===== src/rtl/pll_cal_pkg.sv =====
package pll_cal_pkg;
  localparam int CMD_W  = 24;
  localparam int ADDR_W = 4;
  localparam int VAL_W  = CMD_W - ADDR_W;

  localparam logic [VAL_W-1:0] SYN_STD   = 20'h00047;
  localparam logic [VAL_W-1:0] SYN_AUTO  = 20'h06847;
  localparam logic [VAL_W-1:0] DIV_CH1   = 20'h00999;
  localparam logic [VAL_W-1:0] VCO_AUTO  = 20'h06662;
  localparam logic [VAL_W-1:0] VCO_FORCE = 20'h40000;

  typedef enum logic [1:0] {SEL_SYN, SEL_DIV, SEL_VCO} wordSel_e;

  typedef struct packed {
    logic     clrTrial;
    logic     incTrial;
    logic     loadSettle;
    logic     recLock;
    logic     recFallback;
    logic     autocal;
    wordSel_e sel;
  } calStrobes_t;

  // Channel-1 candidate VCO setting for each trial
  function automatic logic [15:0] stdVco(input int idx);
    case (idx)
      0: stdVco = 16'h664D;
      1: stdVco = 16'h666D;
      2: stdVco = 16'h665D;
      3: stdVco = 16'h667D;
      4: stdVco = 16'h6643;
      5: stdVco = 16'h6663;
      6: stdVco = 16'h6653;
      7: stdVco = 16'h6673;
      8: stdVco = 16'h664B;
      default: stdVco = 16'h666B;
    endcase
  endfunction
endpackage


===== src/rtl/pll_cal_ctrl.sv =====
module pll_cal_ctrl
  import pll_cal_pkg::*;
#(
  parameter int STAT_W = 4
) (
  input  logic              clk,
  input  logic              rstN,
  input  logic              start,
  input  logic              cmdReady,
  input  logic [STAT_W-1:0] status,
  input  logic              settleDone,
  input  logic              lastTrial,
  output calStrobes_t       strb,
  output logic              cmdValid,
  output logic              ackPulse,
  output logic              done
);
  typedef enum logic [3:0] {
    S_IDLE, S_SYN, S_DIV, S_VCO, S_SETTLE, S_ACK, S_SAMPLE,
    S_FB_SYN, S_FB_DIV, S_FB_VCO, S_DONE
  } state_e;

  state_e state, nextState;

  always_ff @(posedge clk or negedge rstN) begin
    if (!rstN) state <= S_IDLE;
    else       state <= nextState;
  end

  always_comb begin
    nextState        = state;
    strb.clrTrial    = 1'b0;
    strb.incTrial    = 1'b0;
    strb.loadSettle  = 1'b0;
    strb.recLock     = 1'b0;
    strb.recFallback = 1'b0;
    strb.autocal     = 1'b0;
    strb.sel         = SEL_SYN;
    cmdValid         = 1'b0;
    ackPulse         = 1'b0;
    done             = 1'b0;
    case (state)
      S_IDLE: if (start) begin
        strb.clrTrial = 1'b1;
        nextState     = S_SYN;
      end
      S_SYN: begin
        cmdValid = 1'b1;
        if (cmdReady) nextState = S_DIV;
      end
      S_DIV: begin
        cmdValid = 1'b1;
        strb.sel = SEL_DIV;
        if (cmdReady) nextState = S_VCO;
      end
      S_VCO: begin
        cmdValid = 1'b1;
        strb.sel = SEL_VCO;
        if (cmdReady) begin
          strb.loadSettle = 1'b1;
          nextState       = S_SETTLE;
        end
      end
      S_SETTLE: if (settleDone) nextState = S_ACK;
      S_ACK: begin
        ackPulse  = 1'b1;
        nextState = S_SAMPLE;
      end
      S_SAMPLE: begin
        if (status == '0) begin
          strb.recLock = 1'b1;
          nextState    = S_DONE;
        end else if (lastTrial) begin
          nextState = S_FB_SYN;
        end else begin
          strb.incTrial = 1'b1;
          nextState     = S_SYN;
        end
      end
      S_FB_SYN: begin
        cmdValid     = 1'b1;
        strb.autocal = 1'b1;
        if (cmdReady) nextState = S_FB_DIV;
      end
      S_FB_DIV: begin
        cmdValid     = 1'b1;
        strb.autocal = 1'b1;
        strb.sel     = SEL_DIV;
        if (cmdReady) nextState = S_FB_VCO;
      end
      S_FB_VCO: begin
        cmdValid     = 1'b1;
        strb.autocal = 1'b1;
        strb.sel     = SEL_VCO;
        if (cmdReady) begin
          strb.recFallback = 1'b1;
          nextState        = S_DONE;
        end
      end
      S_DONE: begin
        done      = 1'b1;
        nextState = S_IDLE;
      end
      default: nextState = S_IDLE;
    endcase
  end
endmodule


===== src/rtl/pll_cal_dp.sv =====
module pll_cal_dp
  import pll_cal_pkg::*;
#(
  parameter int NUM_TRIALS = 10,
  parameter int SETTLE_W   = 8,
  parameter int IDX_W      = 4
) (
  input  logic                clk,
  input  logic                rstN,
  input  calStrobes_t         strb,
  input  logic [SETTLE_W-1:0] settleCycles,
  output logic                settleDone,
  output logic                lastTrial,
  output logic [CMD_W-1:0]    cmdData,
  output logic [IDX_W-1:0]    cfgIdx
);
  localparam logic [IDX_W-1:0] LAST_IDX = IDX_W'(NUM_TRIALS - 1);

  logic [IDX_W-1:0]    trial;
  logic [SETTLE_W-1:0] settleCnt;
  logic [VAL_W-1:0]    vcoVal;

  always_ff @(posedge clk or negedge rstN) begin
    if (!rstN) begin
      trial     <= '0;
      settleCnt <= '0;
      cfgIdx    <= '0;
    end else begin
      if (strb.clrTrial)      trial <= '0;
      else if (strb.incTrial) trial <= trial + 1'b1;

      if (strb.loadSettle)    settleCnt <= settleCycles;
      else if (settleCnt != 0) settleCnt <= settleCnt - 1'b1;

      if (strb.recLock)          cfgIdx <= trial + 1'b1;
      else if (strb.recFallback) cfgIdx <= '1;
    end
  end

  assign settleDone = (settleCnt == 0);
  assign lastTrial  = (trial == LAST_IDX);

  always_comb begin
    vcoVal = strb.autocal ? VCO_AUTO : VAL_W'(stdVco(int'(trial)));
    case (strb.sel)
      SEL_DIV: cmdData = {ADDR_W'(2), DIV_CH1};
      SEL_VCO: cmdData = {ADDR_W'(3), vcoVal | VCO_FORCE};
      default: cmdData = {ADDR_W'(1), strb.autocal ? SYN_AUTO : SYN_STD};
    endcase
  end
endmodule


===== src/rtl/pll_lock_cal.sv =====
module pll_lock_cal
  import pll_cal_pkg::*;
#(
  parameter int NUM_TRIALS = 10,
  parameter int SETTLE_W   = 8,
  parameter int STAT_W     = 4,
  parameter int IDX_W      = $clog2(NUM_TRIALS + 2)
) (
  input  logic                clk,
  input  logic                rstN,
  input  logic                start,
  input  logic [SETTLE_W-1:0] settleCycles,
  input  logic                cmdReady,
  input  logic [STAT_W-1:0]   status,
  output logic                cmdValid,
  output logic [CMD_W-1:0]    cmdData,
  output logic                ackPulse,
  output logic                done,
  output logic [IDX_W-1:0]    cfgIdx
);
  calStrobes_t strb;
  logic settleDone, lastTrial;

  pll_cal_ctrl #(.STAT_W(STAT_W)) ctrl_i (
    .clk(clk), .rstN(rstN), .start(start), .cmdReady(cmdReady),
    .status(status), .settleDone(settleDone), .lastTrial(lastTrial),
    .strb(strb), .cmdValid(cmdValid), .ackPulse(ackPulse), .done(done)
  );

  pll_cal_dp #(.NUM_TRIALS(NUM_TRIALS), .SETTLE_W(SETTLE_W), .IDX_W(IDX_W)) dp_i (
    .clk(clk), .rstN(rstN), .strb(strb), .settleCycles(settleCycles),
    .settleDone(settleDone), .lastTrial(lastTrial), .cmdData(cmdData),
    .cfgIdx(cfgIdx)
  );
endmodule


===== config.mk =====
export PLATFORM = sky130hd
export DESIGN_NAME = pll_lock_cal
export DESIGN_NICKNAME = d
export VERILOG_FILES = /design/src/rtl/pll_cal_pkg.sv /design/src/rtl/pll_cal_ctrl.sv /design/src/rtl/pll_cal_dp.sv /design/src/rtl/pll_lock_cal.sv
export SDC_FILE = /design/constraint.sdc
export NUM_CORES = 1
export LEC_CHECK = 0
export ABC_CLOCK_PERIOD_IN_PS = 2550
export BUFFER_PORTS_ARGS = -buffer_cell sky130_fd_sc_hd__buf_2
export CAP_MARGIN = 20
export CORE_ASPECT_RATIO = 0.5
export CORE_UTILIZATION = 47
export CTS_CLUSTER_DIAMETER = 50
export DETAILED_ROUTE_END_ITERATION = 16
export PLACE_DENSITY = 0.82
export SLEW_MARGIN = 20
export SYNTH_ARGS = -nofsm -noshare
export SYNTH_HDL_FRONTEND = slang
export SYNTH_SLANG_ARGS = --single-unit

===== constraint.sdc =====
create_clock -name clk -period 2.55 [get_ports clk]
set_input_delay 0.765 -clock clk [delete_from_list [all_inputs] [get_ports clk]]
set_output_delay 0.765 -clock clk [all_outputs]
set_load 0.01 [all_outputs]

==> flow_summary_export.csv, run 1 <==
group,metric,value,unit
floorplanning,core,3120,um^2
run,maxCapViolCount,0,
critical_path,rr_endpoint,"dp_i.settleCnt[1]",
synthesis,synth-seq-cells,20,
synthesis,seq_area_frac_synth,31.3,%
placed_design,gp_congestion,0.882,
grt,antenna_found_initial,0,
finish,instances_no_fill,266,
synthesis,ys_types,46,
routing,initialDrtViolationCount,71,
placed_design,portBuffers,39,
critical_path,worst-path-max-fanout,7,
synthesis,syn_area_per_cell,8.52,um^2
sta,setup_viol,4,
synthesis,synth_edf_count,0,
critical_path,crit_path_end_kind,"output port",
critical_path,startpoint_type,"flip-flop",
routing,route.antenna.remaining_nets,0,
sta,final.setup.worst_slack,-0.0282,ns
routing,drc,5,
grt,grt_overflow,0,
finish,fillers,261,
synthesis,ys_async_sr_fraction,100,%
critical_path,cp-startpoint,"ctrl_i.state[1]",
clock_network,cts_buffers,3,
grt,gr-usage-met3,4.86,%
grt,grt_pass1_vias,1377,
outcome,violations,"design-rule violations, negative setup slack",
grt,grt_pass1_wl,6.24,mm
critical_path,reg2reg_setup_slack,0.45,ns
critical_path,crit_type,"reg -> out",
finish,final_common_cell,"buf_2",
sta,fin_crit_sh,101,%
routing,vias,1476,
sta,hold-worst-slack,0.449,ns
sta,rsz0062_at_grt,"yes",
sta,relSlewSlack,60.9,%
grt,track_usage,21.9,%
floorplanning,start_util,51.4,%
clock_network,cts-root-buf,"clkbuf_8",
critical_path,worstReg2RegStart,"dp_i.settleCnt[1]",
sta,period_needed,2.58,ns
floorplanning,die_w,84.6,um
placed_design,place_ws,0.214,ns
critical_path,reg2reg_depth,6,
clock_network,clock_path_buffers,2,
clock_network,clk_latency,0.26,ns
routing,wirelength,3.78,mm
sta,worstMarginPinSlew,0.586,ns
floorplanning,io_pins,47,
min_path,min_path_type,"in -> async",
synthesis,synth_ff_type,"dfrtp_1",
clock_network,htreeDepth,1,
sta,finalHoldViolCount,0,
routing,routedWlPerCell,14.2,um
finish,final_cell_mix,"buf_2, nor2_1, dfrtp_1",
routing,drt-vias-per-instance,5.55,
placed_design,dp_hpwl,2.77,mm
finish,n_antenna_cell,0,
clock_network,cts_tree,"done",
synthesis,synthCells,188,
clock_network,cts.sinks,20,
critical_path,worstPathArrival,1.81,ns
finish,synthToLayoutAreaGrowth,21.5,%
power,power_density,1410,nW/um^2
placed_design,dpl.cell_count,260,
finish,nets,251,
sta,max_freq,0.388,GHz
synthesis,synth_area,1600,um^2
power,p_leak,0.887,nW
critical_path,required,1.79,ns
synthesis,yosysWarnings,0,
floorplanning,row_count,14,
sta,final_max_slew_viol_count,0,
outcome,status,"finished, violations left",
critical_path,endpoint,"cmdData[11]",
routing,dr.pass1.iters,10,
power,peakVddDrop,0.535,mV
clock_network,clk_pin_slew,0.08,ns
finish,drive_gt1_share,35.4,%
grt,met2_usage,41.5,%
grt,grt-busiest-layer,"met2",
sta,clock_skew,0.00155,ns
floorplanning,die-area,3660,um^2
grt,grt_max_degree,21,
grt,met1_usage,25.9,%
floorplanning,die_h,43.3,um
## synthesized netlist by cell type (all sizes together), types with 2 or more instances
master,instances,share of area (%)
nor2,21,4.9
dfrtp,20,31
a21oi,18,5.6
buf,18,7.9
nand2,15,3.5
inv,12,2.8
ha,8,6.3
nand2b,7,2.7
mux2i,6,3.8
nor3,6,1.9
o21ai,6,1.9
nand3,5,2.3
o22a,5,2.8
nor4,4,2.0
xnor2,4,2.2
a2111oi,2,1.9
a21boi,2,0.94
clkbuf,2,0.47
mux2,2,1.4
nand3b,2,0.94
nor2b,2,0.78
o22ai,2,1.2
o32a,2,1.3
## cell type report
cell class	instances	area, um^2	area share, %
Multi-Input combinational cell	142	1030	52.8
Clock buffer	4	55.1	2.83
Timing Repair Buffer	48	267	13.7
Inverter	12	45.0	2.32
Sequential cell	20	502	25.8
Tap cell	40	50.0	2.57
## worst max-delay path, cell delays in order (launching register included)
cell and delay [ns]:
dfrtp_1 0.42, xnor2_2 0.25, nor3_2 0.08, buf_4 0.16, ha_4 0.31, nor2_2 0.06
a21oi_1 0.14, buf_2 0.16
## report_power, final
part           total [W]  switching [W]  internal [W]
Sequential      0.000585       0.000141      0.000444
Clock           0.000244       0.000106      0.000137
Combinational    0.00191        0.00105      0.000859
## worst min-delay path by stage
stage	endpoint	from	slack (ns)
after detailed placement	dp_i.cfgIdx[0]	dp_i.cfgIdx[0]	0.47
after floorplan	ctrl_i.state[0]	rstN	0.47
after CTS	dp_i.cfgIdx[0]	rstN	0.46
after global routing	dp_i.cfgIdx[3]	rstN	0.47
final	dp_i.cfgIdx[0]	rstN	0.45
after global placement	dp_i.cfgIdx[1]	dp_i.cfgIdx[1]	0.47
## sequential cells by signal, summed over array words and instances (netlist names)
signal	flops
dp_i.settleCnt	8
ctrl_i.state	4
dp_i.cfgIdx	4
dp_i.trial	4
## logic make-up (layout without fill, tap and decap cells)
family | Yosys count | in the layout | share of synthesized area (%)
buf+inv | 32 | 64 | 11.2
compound gates | 45 | 45 | 20.4
flops | 20 | 20 | 31.3
other cells | 1 | 7 | 0.234
mux | 8 | 8 | 5.16
xor+xnor | 5 | 5 | 2.73
simple gates | 69 | 69 | 22.8
fa+ha+maj | 8 | 8 | 6.25
## through the flow
| step | total power [W] | area, um^2 | setup TNS (ns) | utilization [%] |
|---|---|---|---|---|
| detailed placement | 0.00228 | 1820 | 0 | 58.3 |
| finish | 0.00273 | 1950 | -0.0698 | 62.4 |
| global route | 0.00295 | 1950 | -0.909 | 62.4 |
| floorplan | 0.00184 | 1660 | -0.0311 | - |
| global placement | 0.00222 | 1820 | 0 | 58.3 |
| CTS | 0.00262 | 1920 | -0.0660 | 61.6 |
## metal layers
layer	up-vias	part of all wire (%)
met5	-	0
met4	0	0.69
met3	4	4.9
met2	38	52
met1	715	42
li1	719	-
## what timing repair did
item                                    4_1_cts  5_1_grt
hold buffers                                  0        0
pin swaps                                     5        4
gates resized for setup                       7        7
buffers inserted                              2        1
gates cloned                                  0        0
endpoints found under the setup margin        6        9
Power figures use the tool's default switching activity.
==> run 2: changes to the inputs <==
--- a/config.mk
+++ b/config.mk
@@ -5,14 +5,14 @@
 export SDC_FILE = /design/constraint.sdc
 export NUM_CORES = 1
 export LEC_CHECK = 0
-export ABC_CLOCK_PERIOD_IN_PS = 2550
+export ABC_CLOCK_PERIOD_IN_PS = 2450
 export BUFFER_PORTS_ARGS = -buffer_cell sky130_fd_sc_hd__buf_2
 export CAP_MARGIN = 20
 export CORE_ASPECT_RATIO = 0.5
-export CORE_UTILIZATION = 47
+export CORE_UTILIZATION = 52
 export CTS_CLUSTER_DIAMETER = 50
 export DETAILED_ROUTE_END_ITERATION = 16
-export PLACE_DENSITY = 0.82
+export PLACE_DENSITY = 0.86
 export SLEW_MARGIN = 20
 export SYNTH_ARGS = -nofsm -noshare
 export SYNTH_HDL_FRONTEND = slang
==> constraint.sdc (replaced) <==
create_clock -name clk -period 2.45 [get_ports clk]
set_input_delay 0.245 -clock clk [delete_from_list [all_inputs] [get_ports clk]]
set_output_delay 0.245 -clock clk [all_outputs]
set_load 0.01 [all_outputs]
==> flow_summary_export.csv, run 2 (synthesis results as in run 1) <==
group,metric,value,unit
sta,max_freq,0.438,GHz
grt,met2_usage,40.0,%
critical_path,slowest_delay,0.53,ns
clock_network,cts_tree,"done",
finish,nets,245,
sta,relSlewSlack,59.1,%
routing,initialDrtViolationCount,115,
finish,final_cell_mix,"buf_2, nor2_1, dfrtp_1",
grt,grt_pass1_wl,5.23,mm
routing,route.antenna.remaining_nets,0,
run,maxCapViolCount,0,
critical_path,worstPathArrival,2.04,ns
power,pwr-share-clk,8.5,%
sta,clock_skew,0.00294,ns
finish,drive_gt1_share,26.5,%
routing,drc,0,
sta,final_max_slew_viol_count,0,
critical_path,path_cells,"nand2b_1 > nor2_1 > inv_1 > ha_1 > nor2_1 > a21oi_1 > buf_2",
power,power_frac_seq,25.5,%
grt,track_usage,21.3,%
sta,worstMarginPinSlew,0.612,ns
placed_design,gp_congestion,0.917,
power,peakVddDrop,0.615,mV
grt,grt-busiest-layer,"met2",
finish,synthToLayoutAreaGrowth,13.2,%
critical_path,startpoint_type,"flip-flop",
critical_path,crit_type,"reg -> out",
floorplanning,die_h,41.2,um
grt,grt_max_degree,21,
critical_path,worst-path-max-fanout,16,
routing,vias,1432,
sta,period_needed,2.28,ns
routing,routedWlPerCell,13.7,um
placed_design,dpl.cell_count,252,
clock_network,htreeDepth,1,
placed_design,dp_hpwl,2.65,mm
outcome,status,"finished clean",
grt,antenna_found_initial,0,
finish,final_common_cell,"buf_2",
power,p_leak,0.842,nW
clock_network,cts_buffers,3,
critical_path,cp_top_family,"flip-flops",
grt,grt_overflow,0,
sta,setup_tns,0,ns
routing,dr.pass1.iters,4,
critical_path,path_buf_inv,2,
placed_design,portBuffers,39,
grt,gr-usage-met3,4.89,%
power,power_density,1370,nW/um^2
critical_path,crit_path_end_kind,"output port",
power,share_comb_of_total_power,66.0,%
min_path,min_path_type,"in -> reg",
clock_network,clk_pin_slew,0.07,ns
power,swShare,48.3,%
finish,instances_no_fill,256,
floorplanning,die-area,3320,um^2
power,internal-power,0.00128,W
routing,wirelength,3.50,mm
critical_path,required,2.20,ns
finish,largest_reg_flops,8,
clock_network,clock_path_buffers,2,
floorplanning,io_pins,47,
critical_path,critPathMostFrequentCell,"nor2_1",
clock_network,clk_latency,0.25,ns
sta,fin_crit_sh,93.2,%
sta,setup_viol,0,
critical_path,cp_slowest_cell,"dfrtp_1",
sta,finalHoldViolCount,0,
floorplanning,row_count,13,
grt,met1_usage,26.4,%
finish,n_antenna_cell,0,
floorplanning,die_w,80.5,um
power,p_sw,0.00120,W
sta,rsz0062_at_grt,"no",
finish,regMostFlops,"dp_i.settleCnt",
clock_network,cts.sinks,20,
grt,grt_pass1_vias,1139,
floorplanning,core,2750,um^2
routing,drt-vias-per-instance,5.59,
clock_network,cts-root-buf,"clkbuf_8",
floorplanning,start_util,58.3,%
==> run 2: final timing paths <==
path                                   start                end  slack [ns]  cells past startpoint
setup / recovery             ctrl_i.state[2]        cmdData[14]        0.17                      7
hold / removal               settleCycles[7]  dp_i.settleCnt[7]        0.24                      3
setup reg to reg           dp_i.settleCnt[0]  dp_i.settleCnt[1]        0.41                      6
hold reg to reg               dp_i.cfgIdx[1]     dp_i.cfgIdx[1]        0.49                      1
max in group asynchronous               rstN      dp_i.trial[3]        1.66                      2
min in group asynchronous               rstN  dp_i.settleCnt[7]        0.47                      2
==> run 2: area by class of cell <==
type                    instances  area, um^2
fillers                       227         936
inverters                      12        45.0
multi-input cells             142         960
flip-flops and latches         20         500
clock buffers                   3        41.3
well taps                      37        46.3
repair buffers                 42         220
==> run 2: stage by stage <==
step / cell area, um^2 / setup WS, ns / utilization (%) / hold slack (ns) / power, W
after CTS: 1800 / 0.0292 / 65.4 / 0.234 / 0.00245
after global routing: 1810 / 0.00714 / 66.0 / 0.237 / 0.00268
after global placement: 1750 / 0.507 / 63.5 / 0.218 / 0.00217
after floorplan: 1620 / 0.315 / - / -0.0506 / 0.00183
after detailed placement: 1750 / 0.316 / 63.5 / 0.226 / 0.00223
final: 1810 / 0.166 / 66.0 / 0.238 / 0.00248
==> run 2: what timing repair did <==
action,CTS,global route
setup buffers,0,0
gates resized for setup,0,3
hold buffers,1,0
setup endpoints to repair,0,9
endpoints found under the hold margin,20,0
==> run 2: power groups by stage <==
stage	logic, W	clock network (W)	registers (W)
floorplan	0.00125	0	0.000584
global placement	0.00155	0	0.000616
detailed placement	0.00160	0	0.000626
CTS	0.00161	0.000217	0.000622
global route	0.00179	0.000236	0.000653
finish	0.00163	0.000211	0.000633
==> run 2: tightest hold or removal path: stages <==
cell and delay (ns):
buf_2 0.07, nor2_1 0.03, a21oi_1 0.10
==> run 2: layer usage <==
layer / routed length (um) / up-vias
li1: - / 710
met1: 1550 / 682
met2: 1750 / 34
met3: 153 / 6
met4: 42 / 0
met5: 0 / -
==> run 3: changes to the inputs <==
--- a/config.mk
+++ b/config.mk
@@ -12,7 +12,7 @@
 export CORE_UTILIZATION = 52
 export CTS_CLUSTER_DIAMETER = 50
 export DETAILED_ROUTE_END_ITERATION = 16
-export PLACE_DENSITY = 0.86
+export PLACE_DENSITY_LB_ADDON = 0.15
 export SLEW_MARGIN = 20
 export SYNTH_ARGS = -nofsm -noshare
 export SYNTH_HDL_FRONTEND = slang
==> flow_summary_export.csv, run 3 (synthesis results as in run 1) <==
group,metric,value,unit
routing,wl_met2,1.60,mm
placed_design,gp_congestion,0.852,
sta,final.setup.worst_slack,0.221,ns
critical_path,worstPathArrival,1.98,ns
floorplanning,row_count,13,
routing,drc,0,
power,power_frac_seq,26.3,%
critical_path,required,2.20,ns
finish,regMostFlops,"dp_i.settleCnt",
run,maxCapViolCount,0,
routing,drt-vias-per-instance,5.55,
power,internal-power,0.00127,W
clock_network,cts.sinks,20,
sta,worstMarginPinSlew,0.530,ns
placed_design,place_ws,0.376,ns
sta,fin_crit_sh,91.0,%
floorplanning,core,2750,um^2
power,p_total,0.00244,W
sta,max_freq,0.449,GHz
placed_design,portBuffers,39,
critical_path,startpoint_type,"flip-flop",
floorplanning,io_pins,47,
routing,route.antenna.remaining_nets,0,
routing,initialDrtViolationCount,54,
clock_network,htreeDepth,1,
finish,final_cell_mix,"buf_2, nor2_1, dfrtp_1",
floorplanning,start_util,58.3,%
power,swShare,47.9,%
routing,routedWlPerCell,12.9,um
grt,grt_pass1_vias,1149,
finish,fillers,251,
floorplanning,die_h,41.2,um
sta,clock_skew,0.00420,ns
power,share_comb_of_total_power,64.6,%
clock_network,cts-root-buf,"clkbuf_8",
critical_path,crit_path_end_kind,"output port",
grt,grt_max_degree,21,
critical_path,crit_type,"reg -> out",
clock_network,cts_tree,"done",
finish,n_antenna_cell,0,
grt,grt_pass1_wl,5.20,mm
power,p_leak,0.841,nW
sta,finalHoldViolCount,0,
routing,wl_met1,1.51,mm
sta,relSlewSlack,64.6,%
clock_network,clock_path_buffers,2,
routing,top_layer_used,"met4",
sta,final_max_slew_viol_count,0,
finish,regArea,502,um^2
finish,drive_gt1_share,26.8,%
min_path,min_path_type,"in -> reg",
finish,multi_input_area,952,um^2
routing,wirelength,3.31,mm
finish,synthToLayoutAreaGrowth,13.3,%
routing,wl_met3,165,um
finish,largest_reg_flops,8,
routing,dr.pass1.iters,4,
grt,track_usage,21.9,%
power,power_density,1350,nW/um^2
clock_network,clk_pin_slew,0.08,ns
power,pwr-share-clk,9.2,%
grt,antenna_found_initial,0,
sta,period_needed,2.23,ns
sta,setup_tns,0,ns
grt,grt_overflow,0,
clock_network,clk_latency,0.26,ns
floorplanning,die-area,3320,um^2
sta,rsz0062_at_grt,"no",
finish,final_area,1810,um^2
routing,vias,1426,
placed_design,dp_hpwl,2.50,mm
outcome,status,"finished clean",
finish,nets,246,
critical_path,worst-path-max-fanout,11,
power,peakVddDrop,0.851,mV
floorplanning,die_w,80.5,um
finish,final_common_cell,"buf_2",
placed_design,placed_cell_area,1750,um^2
clock_network,cts_buffers,3,
power,p_sw,0.00117,W
sta,setup_viol,0,
==> run 3: area by class of cell <==
class	count	share of cell area [%]
Tap cell	37	2.55
Multi-Input combinational cell	142	52.5
Timing Repair Buffer	43	12.6
Sequential cell	20	27.7
Clock buffer	3	2.28
Inverter	12	2.48
==> run 3: worst max-delay path: stages (launching register included) <==
cell and delay, ns:
dfrtp_1 0.50, xnor2_1 0.26, nor3_2 0.08, inv_1 0.07, ha_2 0.26, nand2_1 0.12
o32a_1 0.29, buf_2 0.14
==> run 3: timing repair <==
item	CTS	global route
setup endpoints to repair	0	6
hold buffers	1	0
gates resized for setup	0	3
hold endpoints to repair	20	0
setup buffers	0	0
==> run 3: power by group through the flow <==
stage	Sequential [W]	Combinational [W]	Clock, W
2_1_floorplan	0.000584	0.00125	0
3_3_place_gp	0.000633	0.00153	0
3_5_place_dp	0.000638	0.00157	0
4_1_cts	0.000633	0.00157	0.000229
5_1_grt	0.000663	0.00177	0.000240
6_report	0.000641	0.00158	0.000224
==> run 3: final timing paths <==
kind                                    from                end  slack [ns]  cells after the start
setup / recovery             ctrl_i.state[3]         cmdData[1]        0.22                      7
hold / removal               settleCycles[1]  dp_i.settleCnt[1]        0.21                      2
setup reg to reg           dp_i.settleCnt[0]  dp_i.settleCnt[1]        0.46                      6
hold reg to reg               dp_i.cfgIdx[1]     dp_i.cfgIdx[1]        0.49                      1
max in group asynchronous               rstN    ctrl_i.state[0]        1.62                      2
min in group asynchronous               rstN      dp_i.trial[1]        0.47                      2
==> run 3: through the flow <==
step,cells,utilization (%),hold WS (ns)
detailed placement,253,63.8,0.236
finish,257,66.0,0.211
global placement,253,63.8,0.224
CTS,257,65.7,0.211
floorplan,194,-,-0.0506
global route,257,66.0,0.219
==> run 3: layer usage <==
| metal | track usage (%) | vias to the layer above |
|---|---|---|
| met5 | 0 | - |
| met4 | 6.70 | 0 |
| met3 | 5.33 | 6 |
| met2 | 40.9 | 39 |
| met1 | 26.2 | 663 |
| li1 | - | 718 |
